**src/rtl/ide_dec_pkg.sv**
```systemverilog
package ide_dec_pkg;
  typedef enum logic [1:0] {
    SZ_B1  = 2'd0,
    SZ_B2  = 2'd1,
    SZ_B4  = 2'd2,
    SZ_RSV = 2'd3
  } acc_size_e;

  // Byte lanes covered by a size code; reserved code spans the full word.
  function automatic logic [3:0] lane_mask(input logic [1:0] sz);
    logic [3:0] m;
    case (sz)
      2'd0:    m = 4'b0001;
      2'd1:    m = 4'b0011;
      default: m = 4'b1111;
    endcase
    return m;
  endfunction
endpackage

```
**src/rtl/ide_legal_chk.sv**
```systemverilog
module ide_legal_chk #(
  parameter int OFS_W       = 3,
  parameter int CTL_WIN_LEN = 4,
  parameter int CTL_OFS     = 2,
  parameter int CTL_REMAP   = 4
) (
  input  logic             win_ctl,
  input  logic [OFS_W-1:0] offset,
  input  logic [1:0]       size,
  output logic             legal,
  output logic [OFS_W-1:0] fwd_addr
);
  import ide_dec_pkg::*;

  localparam logic [OFS_W-1:0] CTL_OFS_V   = OFS_W'(CTL_OFS);
  localparam logic [OFS_W-1:0] CTL_REMAP_V = OFS_W'(CTL_REMAP);

  logic is_byte;
  logic size_ok;
  logic ctl_ok;
  logic dat_ok;
  logic in_ctl_win;

  always_comb begin
    is_byte    = (size == SZ_B1);
    size_ok    = (size != SZ_RSV);
    in_ctl_win = (int'(offset) < CTL_WIN_LEN);
    ctl_ok     = in_ctl_win && is_byte && (offset == CTL_OFS_V);
    dat_ok     = size_ok && (is_byte || (offset == '0));
    legal      = win_ctl ? ctl_ok : dat_ok;
    fwd_addr   = win_ctl ? CTL_REMAP_V : offset;
  end
endmodule

```
**src/rtl/ide_rdata_fmt.sv**
```systemverilog
module ide_rdata_fmt #(
  parameter int DATA_W = 32
) (
  input  logic              clk,
  input  logic              rst_n,
  input  logic              rd_req,
  input  logic              legal,
  input  logic [1:0]        size,
  input  logic [DATA_W-1:0] tf_rdata,
  output logic [DATA_W-1:0] rd_data,
  output logic              rd_valid
);
  import ide_dec_pkg::*;

  localparam int LANES = DATA_W / 8;

  logic [3:0]        mask;
  logic [DATA_W-1:0] rd_data_nxt;
  logic              rd_valid_nxt;
  logic              legal_q;

  always_comb mask = lane_mask(size);

  for (genvar g = 0; g < LANES; g++) begin : g_lane
    always_comb begin
      if (!mask[g])
        rd_data_nxt[g*8 +: 8] = 8'h00;
      else if (legal)
        rd_data_nxt[g*8 +: 8] = tf_rdata[g*8 +: 8];
      else
        rd_data_nxt[g*8 +: 8] = 8'hFF;
    end
  end

  always_comb rd_valid_nxt = rd_req;

  always_ff @(posedge clk or negedge rst_n) begin
    if (!rst_n) begin
      rd_valid <= 1'b0;
    end else begin
      rd_valid <= rd_valid_nxt;
    end
  end

  always_ff @(posedge clk or negedge rst_n) begin
    if (!rst_n) begin
      rd_data <= '0;
      legal_q <= 1'b0;
    end else if (rd_req) begin
      rd_data <= rd_data_nxt;
      legal_q <= legal;
    end
  end

  AST_ILLEGAL_LOW_ONES: assert property (@(posedge clk) disable iff (!rst_n)
    (rd_valid && !legal_q) |-> (rd_data[7:0] == 8'hFF)) else $error("illegal read not padded");
  AST_DATA_HOLD: assert property (@(posedge clk) disable iff (!rst_n)
    !rd_req |=> $stable(rd_data)) else $error("rd_data changed without read");
endmodule

```
**src/rtl/ide_chan_decode.sv**
```systemverilog
module ide_chan_decode #(
  parameter int DATA_W       = 32,
  parameter int DATA_WIN_LEN = 8,
  parameter int CTL_WIN_LEN  = 4,
  parameter int CTL_OFS      = 2,
  parameter int CTL_REMAP    = 4,
  parameter int OFS_W        = $clog2(DATA_WIN_LEN)
) (
  input  logic              clk,
  input  logic              rst_n,
  input  logic              acc_valid,
  input  logic              acc_write,
  input  logic              acc_win,
  input  logic [OFS_W-1:0]  acc_offset,
  input  logic [1:0]        acc_size,
  input  logic [DATA_W-1:0] acc_wdata,
  output logic [DATA_W-1:0] rd_data,
  output logic              rd_valid,
  output logic              tf_rd,
  output logic              tf_wr,
  output logic              tf_ctl_sel,
  output logic [OFS_W-1:0]  tf_addr,
  output logic [1:0]        tf_size,
  output logic [DATA_W-1:0] tf_wdata,
  input  logic [DATA_W-1:0] tf_rdata
);
  import ide_dec_pkg::*;

  localparam int LANES = DATA_W / 8;

  logic             legal;
  logic [OFS_W-1:0] fwd_addr;
  logic [3:0]       wmask;
  logic             rd_req;

  ide_legal_chk #(
    .OFS_W      (OFS_W),
    .CTL_WIN_LEN(CTL_WIN_LEN),
    .CTL_OFS    (CTL_OFS),
    .CTL_REMAP  (CTL_REMAP)
  ) i_legal (
    .win_ctl (acc_win),
    .offset  (acc_offset),
    .size    (acc_size),
    .legal   (legal),
    .fwd_addr(fwd_addr)
  );

  always_comb begin
    rd_req     = acc_valid && !acc_write;
    tf_rd      = rd_req && legal;
    tf_wr      = acc_valid && acc_write && legal;
    tf_ctl_sel = acc_win;
    tf_addr    = fwd_addr;
    tf_size    = acc_size;
    wmask      = lane_mask(acc_size);
  end

  for (genvar g = 0; g < LANES; g++) begin : g_wlane
    always_comb tf_wdata[g*8 +: 8] = wmask[g] ? acc_wdata[g*8 +: 8] : 8'h00;
  end

  ide_rdata_fmt #(.DATA_W(DATA_W)) i_fmt (
    .clk     (clk),
    .rst_n   (rst_n),
    .rd_req  (rd_req),
    .legal   (legal),
    .size    (acc_size),
    .tf_rdata(tf_rdata),
    .rd_data (rd_data),
    .rd_valid(rd_valid)
  );

  AST_STROBE_EXCL: assert property (@(posedge clk) disable iff (!rst_n)
    !(tf_rd && tf_wr)) else $error("both strobes");
  AST_NO_STROBE_IDLE: assert property (@(posedge clk) disable iff (!rst_n)
    !acc_valid |-> (!tf_rd && !tf_wr)) else $error("strobe while idle");
  AST_RD_VALID_NEXT: assert property (@(posedge clk) disable iff (!rst_n)
    (acc_valid && !acc_write) |=> rd_valid) else $error("missing rd_valid");
  AST_NO_SPURIOUS_VALID: assert property (@(posedge clk) disable iff (!rst_n)
    !(acc_valid && !acc_write) |=> !rd_valid) else $error("spurious rd_valid");
  AST_CTL_REMAP: assert property (@(posedge clk) disable iff (!rst_n)
    ((tf_rd || tf_wr) && tf_ctl_sel) |-> (tf_addr == OFS_W'(CTL_REMAP) && tf_size == SZ_B1)) else $error("bad control remap");
  AST_WIDE_AT_BASE: assert property (@(posedge clk) disable iff (!rst_n)
    ((tf_rd || tf_wr) && tf_size != SZ_B1) |-> (tf_addr == '0 && !tf_ctl_sel)) else $error("wide access off base");
  AST_NO_RSV_SIZE: assert property (@(posedge clk) disable iff (!rst_n)
    (tf_rd || tf_wr) |-> (tf_size != SZ_RSV)) else $error("reserved size forwarded");
endmodule

```
**config.mk**
```make
export PLATFORM = sky130hd
export DESIGN_NAME = ide_chan_decode
export DESIGN_NICKNAME = d
export VERILOG_FILES = /design/src/rtl/ide_dec_pkg.sv /design/src/rtl/ide_legal_chk.sv /design/src/rtl/ide_rdata_fmt.sv /design/src/rtl/ide_chan_decode.sv
export SDC_FILE = /design/constraint.sdc
export NUM_CORES = 1
export LEC_CHECK = 0
export ABC_AREA = 1
export ABC_CLOCK_PERIOD_IN_PS = 800
export BUFFER_PORTS_ARGS = -buffer_cell sky130_fd_sc_hd__buf_4
export CORE_MARGIN = 1.5
export CORE_UTILIZATION = 36
export CTS_CLUSTER_SIZE = 25
export DETAILED_ROUTE_END_ITERATION = 16
export PLACE_DENSITY = 0.77
export SLEW_MARGIN = 20
export SYNTH_ARGS = -nofsm -noshare
export SYNTH_HDL_FRONTEND = slang
export SYNTH_HIERARCHICAL = 1
export SYNTH_SLANG_ARGS = --single-unit
```
**constraint.sdc**
```tcl
create_clock -name clk -period 0.8 [get_ports clk]
set_input_delay 0.12 -clock clk [delete_from_list [all_inputs] [get_ports clk]]
set_output_delay 0.12 -clock clk [all_outputs]
set_load 0.1 [all_outputs]
```
# == Yosys cells after proc, flatten, opt, wreduce, memory -nomap -nowiden ==
# Index checks and enable logic that the tools add are counted.
# totals
inputBits,74
register_bits,33
# classes
mux,15
n_reduce_logical,11
n_lt_le_gt_ge,1
n_eq_ne,3
# ops
op,n
$mux W8,12
$pmux W4 S2,1
$logic_and A1 B1 Y1,7
$eq A3 B2 Y1 const B,1
$logic_not A3 Y1,1
$lt A3 B3 Y1 const B,1
$mux W3,1
$eq A2 B1 Y1 const B,1
$logic_not A2 Y1,1
$ne A2 B2 Y1 const B,1
$logic_not A1 Y1,1
$logic_or A1 B1 Y1,1
$mux W1,1

# == Depth between registers and ports, before layout ==
# depth
depth_word,6
depth_mapped,10
mapped_depth_nobuf,8

# == By module ==
# The synthesis kept the hierarchy.
# modules_own_cells
module,area_each_um2,n_inst,cells_each
ide_rdata_fmt,1482.7,1,191
ide_chan_decode,339.1,1,68
ide_legal_chk,57.6,1,13

# == Least setup slack after synthesis ==
# No wires, ideal clock.
# synth_timing
path_kind,input-to-output
from,input port acc_size[1]
to,output port tf_rd
cell_stages,6
arrival_time_ps,1846
path_slack_ps,-1166
cell_sequence,or2_0 > nand2_1 > nand2_1 > nor2_1 > nand2_1 > nor2_1
# synth_via
elab_chain_cells,5
word_cells_on_any_way,8
classes_between,eq/ne: 1; mux: 1; reduce/logical: 6
# synth_lines
element,line,rtl
from (decl),ide_chan_decode.sv:15,"input logic [1:0] acc_size,"
$logic_not A2 Y1,ide_legal_chk.sv:25,is_byte = (size == SZ_B1);
$logic_or A1 B1 Y1 / $logic_and A1 B1 Y1 (equally long branches),"ide_legal_chk.sv:29, ide_legal_chk.sv:28",
$logic_and A1 B1 Y1 (on tied branches),"ide_legal_chk.sv:29, ide_legal_chk.sv:28",
$mux W1 (*),ide_legal_chk.sv:30,legal = win_ctl ? ctl_ok : dat_ok;
via legal,ide_chan_decode.sv:31,logic legal;
$logic_and A1 B1 Y1 (*),ide_chan_decode.sv:51,tf_rd = rd_req && legal;
to (decl),ide_chan_decode.sv:19,"output logic tf_rd,"
# Mark *: on every way through the listed nets, which the timed path passes. The rest lies on a longest branch.

# == Worst setup path after layout ==
# layout_timing
from,input port acc_size[1]
to,output port tf_wr
# layout_via
elab_chain_cells,5
word_cells_on_any_way,8
classes_between,eq/ne: 1; mux: 1; reduce/logical: 6
# layout_lines
element,line,rtl
$logic_not A2 Y1,ide_legal_chk.sv:25,
$logic_or A1 B1 Y1 / $logic_and A1 B1 Y1 (equally long branches),"ide_legal_chk.sv:29, ide_legal_chk.sv:28",
$logic_and A1 B1 Y1 (on tied branches),"ide_legal_chk.sv:29, ide_legal_chk.sv:28",
$mux W1 (*),ide_legal_chk.sv:30,
via legal,ide_chan_decode.sv:31,
$logic_and A1 B1 Y1 (*),ide_chan_decode.sv:52,tf_wr = acc_valid && acc_write && legal;
to (decl),ide_chan_decode.sv:20,"output logic tf_wr,"
# Marked as above.

==> key figures <==
Placement
  – Detail Placement HPWL: 4110 um
  – Place WS: -589 ps
  – Buffers on Ports: 130
  – Global placer's final weighted congestion: 0.688
  – Cell area after placement: 3200 um2

Pwr
  – Worst VDD drop: 1.55 mV
  – Internal: 4.28 mW
  – Leak: 2.12 nW
  – Tot Pwr: 8.21 mW
  – P per Cell Area: 1960 nW/um2
  – Clock network power share: 15.7%
  – Switch Pwr: 3.93 mW
  – Sw Ratio: 47.9%
  – Comb pwr share: 57.7%
  – Seq pwr share: 26.6%

Outcome
  – Failing checks: setup timing
  – Status: complete, but fails checks

CTS
  – Worst-path clk slew: 70 ps
  – Max Buffers Root-to-Sink: 2
  – TritonCTS buffer count: 5
  – CTS tree: built
  – CTS Root Cell: clkbuf_8
  – H-tree levels: 2
  – Clock insertion delay at the later pin of the skew report: 280 ps
  – Clock sink count: 33

Worst setup path
  – Setup CP Type: input pin to output port
  – Worst setup SP type: input pin
  – CP endpoint kind: output port
  – Worst Path Max Fanout: 2
  – Worst endpoint required time: 680 ps
  – Worst EP arrival: 1100 ps

Cells and area
  – Antenna fix cells: 0
  – Area growth syn-to-layout: 123%
  – Post-layout util: 82.5%
  – Layout filler cell count: 300
  – Final instance area: 4190 um2
  – Nets@finish: 487
  – Layout cells sized above 1: 60.5%

STA
  – Worst slew margin: 72.1%
  – Setup Skew: 0 ps
  – Final setup margin: -424 ps
  – Final setup vio count: 93
  – Period utilization: 153%
  – Slew Limit Fails: 0
  – RSZ-0062 raised after global routing: yes
  – Final hold violations: 0
  – Setup TNS: -23,030 ps
  – Minimum clock period: 1220 ps
  – Fmax: 817 MHz
  – Worst Tran Pin Value: 419 ps

Synth
  – Syn Area/Cell: 6.91 um2
  – Synth top area share: 43.9%
  – Seq/Total Area, Yosys: 43.9%
  – Syn. warnings: 6
  – Yosys reg bits: 33
  – Synth area leader: dfrtp_1
  – Syn Std Cell Area: 1880 um2
  – Synth top area cells: dfrtp_1, nand2_1, inv_1, buf_4, nor2_1
  – Unique masters post-synth: 17
  – Post-Syn Instances: 272
  – Syn_nets: 346

Global route
  – First-pass GRT wire length: 10,200 um
  – Gr usage total: 24.8%
  – Vias in the first global route: 2,063
  – Grt ovf: 0
  – Pin count of the biggest net entering global routing: 34
  – Initial antenna violation count: 0

Drt
  – Vias: 2,190
  – Via density: 4.53
  – Residual DRC: 0
  – Final ANT Viol Nets: 0
  – Routed len/inst: 15.0 um
  – Initial drt markers: 48
  – Drt pass-1 iters: 4
  – Total wire length: 7250 um

Die
  – Starting Density: 37.0%
  – Num ports: 147
  – Row count: 26
  – Core area: 5070 um2
  – Chip height: 75.3 um
  – Die area: 5660 um2
  – Die Wd: 75.3 um

Job
  – Max-Cap Viols: 0

Worst hold path
  – Hold Crit Class: input pin to flop
per-layer routing:
metal / up-vias / track usage, % / wire length [um]
li1: 1036 / - / -
met1: 1029 / 25.9 / 2450
met2: 105 / 46.0 / 3870
met3: 20 / 8.17 / 684
met4: 0 / 9.33 / 244
met5: - / 0 / 0
cells by family (layout without fill, tap and decap cells):
logic type,after synthesis,after routing,share of synthesized area [%]
DFF,33,33,43.9
AOI/OAI and AO/OA,9,9,2.53
buffers and inverters,76,217,20.8
and+or+nand+nor,154,154,32.7
layout make-up:
class / count / area [um2] / share of cell area (%)
Clock buffer: 6 / 82.6 / 1.97
Tap cell: 70 / 87.6 / 2.09
Multi-Input combinational cell: 163 / 906 / 21.6
Clock inverter: 1 / 7.51 / 0.179
Sequential cell: 33 / 867 / 20.7
Timing Repair Buffer: 155 / 1960 / 46.9
Inverter: 55 / 272 / 6.49
power by group through the flow:
stage	registers, mW	clock network [mW]	logic [mW]
floorplan	3.72	0	1.42
global placement	2.08	0	3.78
detailed placement	2.08	0	3.82
CTS	2.15	1.31	4.48
global route	2.21	1.39	4.88
finish	2.18	1.29	4.74
worst paths after layout:
path,start,end,slack [ps],depth (start not counted)
worst min-delay path,tf_rdata[4],i_fmt/rd_data[4]$_DFFE_PN0P_,50,3
worst min register to register,i_fmt/rd_data[19]$_DFFE_PN0P_,i_fmt/rd_data[19]$_DFFE_PN0P_,500,2
max in group asynchronous,rst_n,i_fmt/rd_data[2]$_DFFE_PN0P_,160,2
worst max register to register,i_fmt/rd_data[26]$_DFFE_PN0P_,i_fmt/rd_data[26]$_DFFE_PN0P_,0,3
min in group asynchronous,rst_n,i_fmt/rd_data[17]$_DFFE_PN0P_,310,2
worst max-delay path,acc_size[1],tf_wr,-420,8
flip-flops by register name, indices dropped and copies added (netlist names):
name,count
i_fmt/rd_data,32
i_fmt/rd_valid,1
what timing repair did:
item	4_1_cts	5_1_grt
cloned	1	0
pin swaps	11	9
resized for setup	148	43
buffers inserted	7	2
hold endpoints to repair	33	0
endpoints found under the setup margin	95	95
hold buffers	1	0
Yosys cell counts:
| cell type | count |
|---|---|
| buf_4 | 15 |
| or2_0 | 1 |
| nand2_4 | 1 |
| buf_6 | 4 |
| buf_2 | 1 |
| nand2_2 | 3 |
| inv_4 | 1 |
| nor2_1 | 15 |
| a21boi_0 | 1 |
| inv_2 | 1 |
| nand2_1 | 132 |
| o21ai_0 | 8 |
| dfrtp_1 | 33 |
| nor2_8 | 1 |
| inv_1 | 53 |
| or2_2 | 1 |
| buf_12 | 1 |
critical path, stage by stage:
cell and delay [ps]:
buf_6 90, or2_1 220, nand2_1 90, nand2_2 60
nor2_4 140, nand2_4 90, nor2_4 110, buf_12 180
cell usage in the layout (no fill, tap or decap):
cell	count
or2_4	1
nor2_4	14
dlygate4sd3_1	1
nor2_1	1
o21ai_0	1
nand2_8	1
buf_4	73
o21ai_1	7
or2_1	1
a21boi_1	1
clkinvlp_4	17
nand2_2	3
buf_12	53
dfrtp_2	33
nor2_8	1
inv_4	2
bufbuf_16	1
clkbuf_8	6
inv_1	36
buf_6	25
inv_2	1
nand2_1	115
buf_8	2
nand2_4	17
metrics by stage:
stage | hold slack (ps) | cells
2_1_floorplan | -176 | 272
4_1_cts | 54.6 | 481
6_report | 51.4 | 483
3_5_place_dp | 88.6 | 465
3_3_place_gp | 89.5 | 465
5_1_grt | 59.5 | 483
No activity file was read; power rests on OpenSTA's default activity.
